[config.mk]
export PLATFORM = sky130hd
export DESIGN_NAME = irq_cpu_if
export DESIGN_NICKNAME = d
export VERILOG_FILES = /design/src/rtl/irq_cpu_pkg.sv /design/src/rtl/irq_dp.sv /design/src/rtl/irq_ctl.sv /design/src/rtl/irq_cpu_if.sv
export SDC_FILE = /design/constraint.sdc
export NUM_CORES = 1
export LEC_CHECK = 0
export BUFFER_PORTS_ARGS = -buffer_cell sky130_fd_sc_hd__buf_2
export CORE_UTILIZATION = 50
export CTS_CLUSTER_DIAMETER = 80
export DETAILED_ROUTE_END_ITERATION = 8
export GPL_TIMING_DRIVEN = 0
export HOLD_SLACK_MARGIN = 0.06
export PLACE_DENSITY = 0.7
export RECOVER_POWER = 50
export SLEW_MARGIN = 20
export SYNTH_ARGS = -nofsm -noshare
export SYNTH_HDL_FRONTEND = slang
export SYNTH_SLANG_ARGS = --single-unit
[constraint.sdc]
create_clock -name clk -period 13.2 [get_ports clk]
set_input_delay 1.98 -clock clk [delete_from_list [all_inputs] [get_ports clk]]
set_output_delay 1.98 -clock clk [all_outputs]
set_load 0.05 [all_outputs]
[src/rtl/irq_cpu_pkg.sv]
package irq_cpu_pkg;
  localparam int ID_W   = 10;
  localparam int PRIO_W = 8;
  localparam int ADDR_W = 3;
  localparam int DATA_W = 32;

  localparam logic [ID_W-1:0]   SPURIOUS_ID   = 10'd1023;
  localparam logic [ID_W-1:0]   FIRST_RSVD_ID = 10'd1020;
  localparam logic [PRIO_W-1:0] IDLE_PRIO     = 8'hFF;

  typedef enum logic [ADDR_W-1:0] {
    REG_CTRL  = 3'd0,
    REG_MASK  = 3'd1,
    REG_CLAIM = 3'd2,
    REG_DONE  = 3'd3,
    REG_RET   = 3'd4,
    REG_RUN   = 3'd5
  } regSel_e;

  // at most one of push / pop / retire per cycle
  typedef struct packed {
    logic              push;
    logic              pop;
    logic              keepActive;
    logic              retire;
    logic [ID_W-1:0]   id;
    logic [PRIO_W-1:0] prio;
  } dpStrobe_t;
endpackage

[src/rtl/irq_dp.sv]
module irq_dp
  import irq_cpu_pkg::*;
#(
  parameter int STACK_DEPTH = 4,
  parameter int ACT_SLOTS   = 4
) (
  input  logic              clk,
  input  logic              rstN,
  input  dpStrobe_t         strb,
  output logic [PRIO_W-1:0] runPrio,
  output logic [ID_W-1:0]   topId,
  output logic              stackEmpty,
  output logic              stackFull,
  output logic              slotFree
);
  localparam int SP_W   = $clog2(STACK_DEPTH + 1);
  localparam int IDX_W  = (STACK_DEPTH > 1) ? $clog2(STACK_DEPTH) : 1;
  localparam int SLOT_W = (ACT_SLOTS > 1) ? $clog2(ACT_SLOTS) : 1;

  logic [ID_W-1:0]   stkId   [STACK_DEPTH];
  logic [PRIO_W-1:0] stkPrio [STACK_DEPTH];
  logic [SP_W-1:0]   sp;
  logic [IDX_W-1:0]  topIdx;
  logic [IDX_W-1:0]  pushIdx;

  assign stackEmpty = (sp == '0);
  assign stackFull  = (sp == SP_W'(STACK_DEPTH));
  assign pushIdx    = IDX_W'(sp);
  assign topIdx     = IDX_W'(sp - SP_W'(1));
  assign topId      = stackEmpty ? SPURIOUS_ID : stkId[topIdx];
  assign runPrio    = stackEmpty ? IDLE_PRIO : stkPrio[topIdx];

  always_ff @(posedge clk) begin
    if (!rstN) begin
      sp <= '0;
    end else if (strb.push && !stackFull) begin
      sp <= sp + SP_W'(1);
    end else if (strb.pop && !stackEmpty) begin
      sp <= sp - SP_W'(1);
    end
  end

  for (genvar s = 0; s < STACK_DEPTH; s++) begin : g_stk
    always_ff @(posedge clk) begin
      if (!rstN) begin
        stkId[s]   <= '0;
        stkPrio[s] <= IDLE_PRIO;
      end else if (strb.push && !stackFull && pushIdx == IDX_W'(s)) begin
        stkId[s]   <= strb.id;
        stkPrio[s] <= strb.prio;
      end
    end
  end

  // active slot table
  logic [ACT_SLOTS-1:0] actValid;
  logic [ACT_SLOTS-1:0] actDropped;
  logic [ID_W-1:0]      actId [ACT_SLOTS];
  logic [ACT_SLOTS-1:0] doneHit;
  logic [ACT_SLOTS-1:0] retHit;
  logic [SLOT_W-1:0]    freeIdx;

  always_comb begin
    freeIdx = '0;
    for (int i = ACT_SLOTS - 1; i >= 0; i--) begin
      if (!actValid[i]) freeIdx = SLOT_W'(i);
    end
  end
  assign slotFree = !(&actValid);

  for (genvar a = 0; a < ACT_SLOTS; a++) begin : g_act
    assign doneHit[a] = actValid[a] && !actDropped[a] && (actId[a] == strb.id);
    assign retHit[a]  = actValid[a] && actDropped[a] && (actId[a] == strb.id);
    always_ff @(posedge clk) begin
      if (!rstN) begin
        actValid[a]   <= 1'b0;
        actDropped[a] <= 1'b0;
        actId[a]      <= '0;
      end else if (strb.push && slotFree && freeIdx == SLOT_W'(a)) begin
        actValid[a]   <= 1'b1;
        actDropped[a] <= 1'b0;
        actId[a]      <= strb.id;
      end else if (strb.pop && doneHit[a]) begin
        if (strb.keepActive) actDropped[a] <= 1'b1;
        else                 actValid[a]   <= 1'b0;
      end else if (strb.retire && retHit[a]) begin
        actValid[a] <= 1'b0;
      end
    end
  end

  // claim only happens with room in both structures
  p_push_room_r5: assert property (@(posedge clk) disable iff (!rstN)
    strb.push |-> (!stackFull && slotFree));
  // a claim sets the running priority to the claimed priority
  p_push_runprio_r3: assert property (@(posedge clk) disable iff (!rstN)
    strb.push |=> (runPrio == $past(strb.prio)));
  // completion accepted only for the stack top
  p_pop_top_r8: assert property (@(posedge clk) disable iff (!rstN)
    strb.pop |-> (!stackEmpty && topId == strb.id));
  // dropping the last stacked entry returns to idle
  p_last_pop_idle_r2: assert property (@(posedge clk) disable iff (!rstN)
    (strb.pop && sp == SP_W'(1)) |=> (runPrio == IDLE_PRIO));
  p_one_op_r6: assert property (@(posedge clk) disable iff (!rstN)
    $countones({strb.push, strb.pop, strb.retire}) <= 1);
endmodule

[src/rtl/irq_ctl.sv]
module irq_ctl
  import irq_cpu_pkg::*;
(
  input  logic              clk,
  input  logic              rstN,
  input  logic              busWr,
  input  logic              busRd,
  input  logic [ADDR_W-1:0] busAddr,
  input  logic [DATA_W-1:0] busWrData,
  output logic [DATA_W-1:0] busRdData,
  input  logic              candValid,
  input  logic [ID_W-1:0]   candId,
  input  logic [PRIO_W-1:0] candPrio,
  output logic              candAck,
  output logic              irqOut,
  input  logic [PRIO_W-1:0] runPrio,
  input  logic [ID_W-1:0]   topId,
  input  logic              stackEmpty,
  input  logic              stackFull,
  input  logic              slotFree,
  output dpStrobe_t         strb
);
  logic              ctrlEn;
  logic              ctrlSplit;
  logic [PRIO_W-1:0] maskReg;
  logic [ID_W-1:0]   wrId;
  logic              wrIdOk;
  logic              claimRd;
  logic              doneOk;
  logic              retireOk;

  always_ff @(posedge clk) begin
    if (!rstN) begin
      ctrlEn    <= 1'b0;
      ctrlSplit <= 1'b0;
      maskReg   <= '0;
    end else if (busWr) begin
      if (busAddr == REG_CTRL) begin
        ctrlEn    <= busWrData[0];
        ctrlSplit <= busWrData[1];
      end
      if (busAddr == REG_MASK) maskReg <= busWrData[PRIO_W-1:0];
    end
  end

  assign irqOut = ctrlEn && candValid && (candId < FIRST_RSVD_ID)
               && (candPrio < maskReg) && (candPrio < runPrio)
               && !stackFull && slotFree;

  assign claimRd  = busRd && (busAddr == REG_CLAIM);
  assign candAck  = claimRd && irqOut;
  assign wrId     = busWrData[ID_W-1:0];
  assign wrIdOk   = (wrId < FIRST_RSVD_ID);
  assign doneOk   = busWr && (busAddr == REG_DONE) && wrIdOk && !stackEmpty && (topId == wrId);
  assign retireOk = busWr && (busAddr == REG_RET) && wrIdOk && ctrlSplit;

  always_comb begin
    strb            = '0;
    strb.push       = candAck;
    strb.pop        = doneOk && !candAck;
    strb.retire     = retireOk && !candAck && !doneOk;
    strb.keepActive = ctrlSplit;
    strb.id         = candAck ? candId : wrId;
    strb.prio       = candPrio;
  end

  always_comb begin
    busRdData = '0;
    if (busRd) begin
      unique case (busAddr)
        REG_CTRL:  busRdData = {{(DATA_W-2){1'b0}}, ctrlSplit, ctrlEn};
        REG_MASK:  busRdData = {{(DATA_W-PRIO_W){1'b0}}, maskReg};
        REG_CLAIM: busRdData = {{(DATA_W-ID_W){1'b0}}, irqOut ? candId : SPURIOUS_ID};
        REG_RUN:   busRdData = {{(DATA_W-PRIO_W){1'b0}}, runPrio};
        default:   busRdData = '0;
      endcase
    end
  end

  // a claimed candidate cannot signal again at its own priority
  p_claim_once_r4: assert property (@(posedge clk) disable iff (!rstN)
    candAck |=> !(irqOut && candPrio == $past(candPrio)));
  // an unanswered claim leaves the running priority alone
  p_spurious_stable_r4: assert property (@(posedge clk) disable iff (!rstN)
    (claimRd && !irqOut) |=> $stable(runPrio));
  // signalling respects the running priority held by the datapath
  p_irq_below_run_r10: assert property (@(posedge clk) disable iff (!rstN)
    irqOut |-> (candPrio < runPrio));
  p_ctrl_write_r12: assert property (@(posedge clk) disable iff (!rstN)
    (busWr && busAddr == REG_CTRL) |=> (ctrlEn == $past(busWrData[0])));
endmodule

[src/rtl/irq_cpu_if.sv]
module irq_cpu_if
  import irq_cpu_pkg::*;
#(
  parameter int STACK_DEPTH = 4,
  parameter int ACT_SLOTS   = 4
) (
  input  logic        clk,
  input  logic        rstN,
  input  logic        busWr,
  input  logic        busRd,
  input  logic [2:0]  busAddr,
  input  logic [31:0] busWrData,
  output logic [31:0] busRdData,
  input  logic        candValid,
  input  logic [9:0]  candId,
  input  logic [7:0]  candPrio,
  output logic        candAck,
  output logic        irqOut
);
  dpStrobe_t         strb;
  logic [PRIO_W-1:0] runPrio;
  logic [ID_W-1:0]   topId;
  logic              stackEmpty;
  logic              stackFull;
  logic              slotFree;

  irq_ctl u_ctl (
    .clk(clk), .rstN(rstN),
    .busWr(busWr), .busRd(busRd), .busAddr(busAddr),
    .busWrData(busWrData), .busRdData(busRdData),
    .candValid(candValid), .candId(candId), .candPrio(candPrio),
    .candAck(candAck), .irqOut(irqOut),
    .runPrio(runPrio), .topId(topId), .stackEmpty(stackEmpty),
    .stackFull(stackFull), .slotFree(slotFree), .strb(strb)
  );

  irq_dp #(.STACK_DEPTH(STACK_DEPTH), .ACT_SLOTS(ACT_SLOTS)) u_dp (
    .clk(clk), .rstN(rstN), .strb(strb),
    .runPrio(runPrio), .topId(topId), .stackEmpty(stackEmpty),
    .stackFull(stackFull), .slotFree(slotFree)
  );
endmodule

==> flow_summary.ini <==
[run_status]
outcome = completed

[setup_path]
cp_num_buf_inv = 9
r2r-end = u_dp.stkPrio[1][1]
cp_data_arrival_time_ns = 7.45
cpMostUsedCell = clkbuf_1
cp_max_fo = 10
slowest_delay_ns = 0.64
crit_cells = 16
cp-end-kind = output port
crit_path_top_delay_cell = clkbuf_1
critPathTopFamily = buffers and inverters
crit_start = u_dp.sp[0]
endpoint = candAck
crit_required_ns = 11.22
crit_type = reg2out
rr_startpoint = u_dp.sp[0]
start_kind = flop
reg2reg_depth = 18
crit_path_cell_trace = clkbuf_1, clkbuf_1, inv_1, ha_1, clkbuf_1, clkbuf_1, clkbuf_1, mux4_2, nor2_1, ha_1, a2111o_1, o21ai_0, and3_1, clkbuf_1, clkbuf_1, buf_2
r2r_slack_ns = 4.86

[global_route]
grt_pass1_wl_mm = 34.29
grt_max_degree = 19
grt_pass1_vias = 5940
antenna_found_initial = 0
global_route.overflow_total = 0
track_usage_pct = 29.31

[logic_synthesis]
seq_area_frac_synth_pct = 48.76
synth_ff_type = edfxtp_1
yosysWarnings = 0
synth_edf_count = 112
yosysTopAreaCellShare_pct = 43.34
ys_ff_latch = 133
synth_area_leader_cell = edfxtp_1
synth_cell_type_count = 68
synth_area_um2 = 7760
synthTopCellsByArea = edfxtp_1 (43%), nor2_1 (5.9%), dfxtp_1 (5.4%), mux4_2 (4.4%), mux2i_1 (3.5%)
syn_area_per_cell_um2 = 10.56
syn_inst = 735
synthArstFlopShare_pct = 0

[layout]
final_layout_size_suffix_gt1_share_pct = 16.42
area_delta_synth_final_pct = 12.93
final_cells = 1004
fillers = 1319
nets = 880
n_antenna_cell = 0

[cts]
cts_setup_buffers = 0
cts_buffer_depth = 2
clock-sinks = 133
cts_hold_buf = 0
cts_resized = 0
cts_tree = built
cts-buffers-inserted = 17
clock_tree.root_cell = clkbuf_16
cts_max_level = 4
clkTransAtPathRegs_ns = 0.06
clk_latency_ns = 0.43

[hold_path]
hold_class = reg2reg

[power_and_ir_drop]
p_int_uw = 768.6
p_leak_uw = 0.003058
clkPwrFrac_pct = 44.5
p_per_area_nw_per_um2 = 118.3
p_comb_share_pct = 10.1
switching_power_uw = 267.8
seq_power_share_pct = 45.4
sw_frac_of_total_pct = 25.84
max-vdd-ir-drop_uv = 96.66

[timing]
rsz0062_at_grt = false
hold_violations = 0
timing.fmax_mhz = 106.1
min_period_ns = 9.429
final.setup.tns_ns = 0
finalCritPeriodShare_pct = 71.43
fin_worst_skew_ns = 0.009660
final-setup-viol-count = 0
worst_pin_slew_ns = 0.9791
slew_headroom_pct = 34.57
maxSlewViolCount = 0

[floorplanning]
core_area_um2 = 15200
die_height_um = 126.6
ios = 92
die_width_um = 126.6
design.die.area_um2 = 16020
start_util_pct = 51.05
rows = 45

[routing]
drc_errors = 0
postRouteAntennaNets = 0
viasPerCell = 6.128
routedWlPerCell_um = 22.68
wl_mm = 22.78
vias = 6153
drt_iter0_markers = 736
drtPass1Iterations = 5

[place]
gp_congestion = 0.9314
dp_hpwl_mm = 15.76
port_buffers = 28
dp_cells = 972

[flow_run]
drv_cap = 0
## layer usage
metal  routed length, um  GRT usage (%)
met1                9287          37.17
met2               10860          48.29
met3                1896          6.453
met4                 729          12.97
met5                   0              0
## how the worst min path moves through the flow
stage / startpoint / endpoint / slack (ns) / cells past startpoint
after floorplan: u_dp.actDropped[1] / u_dp.actDropped[1] / 0.46 / 2
after global placement: u_dp.actDropped[1] / u_dp.actDropped[1] / 0.48 / 2
after detailed placement: u_dp.actDropped[0] / u_dp.actDropped[0] / 0.51 / 2
after CTS: u_dp.actDropped[1] / u_dp.actDropped[1] / 0.53 / 2
after global routing: u_dp.actDropped[1] / u_dp.actDropped[1] / 0.55 / 2
final: u_ctl.maskReg[6] / u_ctl.maskReg[6] / 0.53 / 2
## cell type report
cell class              count  area, um^2  area share, %
plain buffers              71       355.3          4.055
clock buffers              18       429.2          4.897
clock inverters            14       135.1          1.542
inverters                  32       120.1          1.371
multi-input cells         520        3565          40.68
flip-flops and latches    133        3784          43.18
well taps                 188       235.2          2.684
repair buffers             28       140.1          1.599
## stage by stage
step	area, um^2	setup slack, ns	util, %	hold WS [ns]	power, uW
2_1_floorplan	7839	6.703	-	0.4599	548.6
3_3_place_gp	8214	5.802	54.03	0.4750	578.4
3_5_place_dp	8214	5.680	54.03	0.5075	580.4
6_report	8763	3.771	57.65	0.5322	1036
5_1_grt	8763	3.318	57.65	0.5496	1057
4_1_cts	8778	5.210	57.74	0.5300	1031
## synth_stat cells, types with 19 or more instances
| library cell | instances |
|---|---|
| dfxtp_1 | 21 |
| inv_1 | 32 |
| nand3_1 | 21 |
| ha_1 | 19 |
| xnor2_1 | 30 |
| a21oi_1 | 24 |
| xor2_1 | 26 |
| or2_2 | 25 |
| nand2_1 | 40 |
| clkbuf_1 | 36 |
| buf_4 | 22 |
| nor2_1 | 123 |
| edfxtp_1 | 112 |
| mux2i_1 | 27 |
## cell usage in the layout (no fill, tap or decap), types with 4 or more instances in the layout
master	count
nor2_1	123
edfxtp_1	112
clkbuf_1	44
nand2_1	40
inv_1	32
buf_2	32
xnor2_1	30
mux2i_1	27
xor2_1	26
or2_2	25
a21oi_1	24
buf_4	22
conb_1	22
nand3_1	21
dfxtp_1	21
ha_1	19
clkbuf_16	17
mux4_2	15
nor3_1	14
nand4_1	12
or3_1	10
o21a_1	8
o21ai_0	7
o22ai_1	7
and2_0	7
nor4_1	6
a222oi_1	5
a22oi_1	5
nor2b_1	4
and3_1	4
o2111ai_1	4
mux2_2	4
## tightest hold or removal path, cell delays in order (launching register included)
cell	delay [ns]
dfxtp_1	0.34
mux2i_1	0.07
nor2_1	0.08
## registers in the layout (all words and copies together) (netlist names)
name / flops
u_dp.actId: 40
u_ctl.ctrlSplit: 1
u_ctl.ctrlEn: 1
u_dp.actValid: 4
u_dp.stkId: 40
u_dp.actDropped: 4
u_dp.sp: 3
u_ctl.maskReg: 8
u_dp.stkPrio: 32
## cells by family after synthesis
group,count (synthesis),synth area share (%)
AOI/OAI and AO/OA,90,8.288
xor gates and xnor gates,56,6.321
adders and majority gates,19,3.064
buffers and inverters,103,6.321
DFF,133,48.76
muxes,49,9.432
other,1,0.04833
and+or+nand+nor,284,17.77
## power groups by stage
stage	combinational, uW	sequential [uW]	clock, uW
global placement	100	478	0
detailed placement	101	479	0
finish	104	471	462
floorplan	72.2	476	0
global route	110	471	475
CTS	102	470	459
No activity file was read; power rests on OpenSTA's default activity.
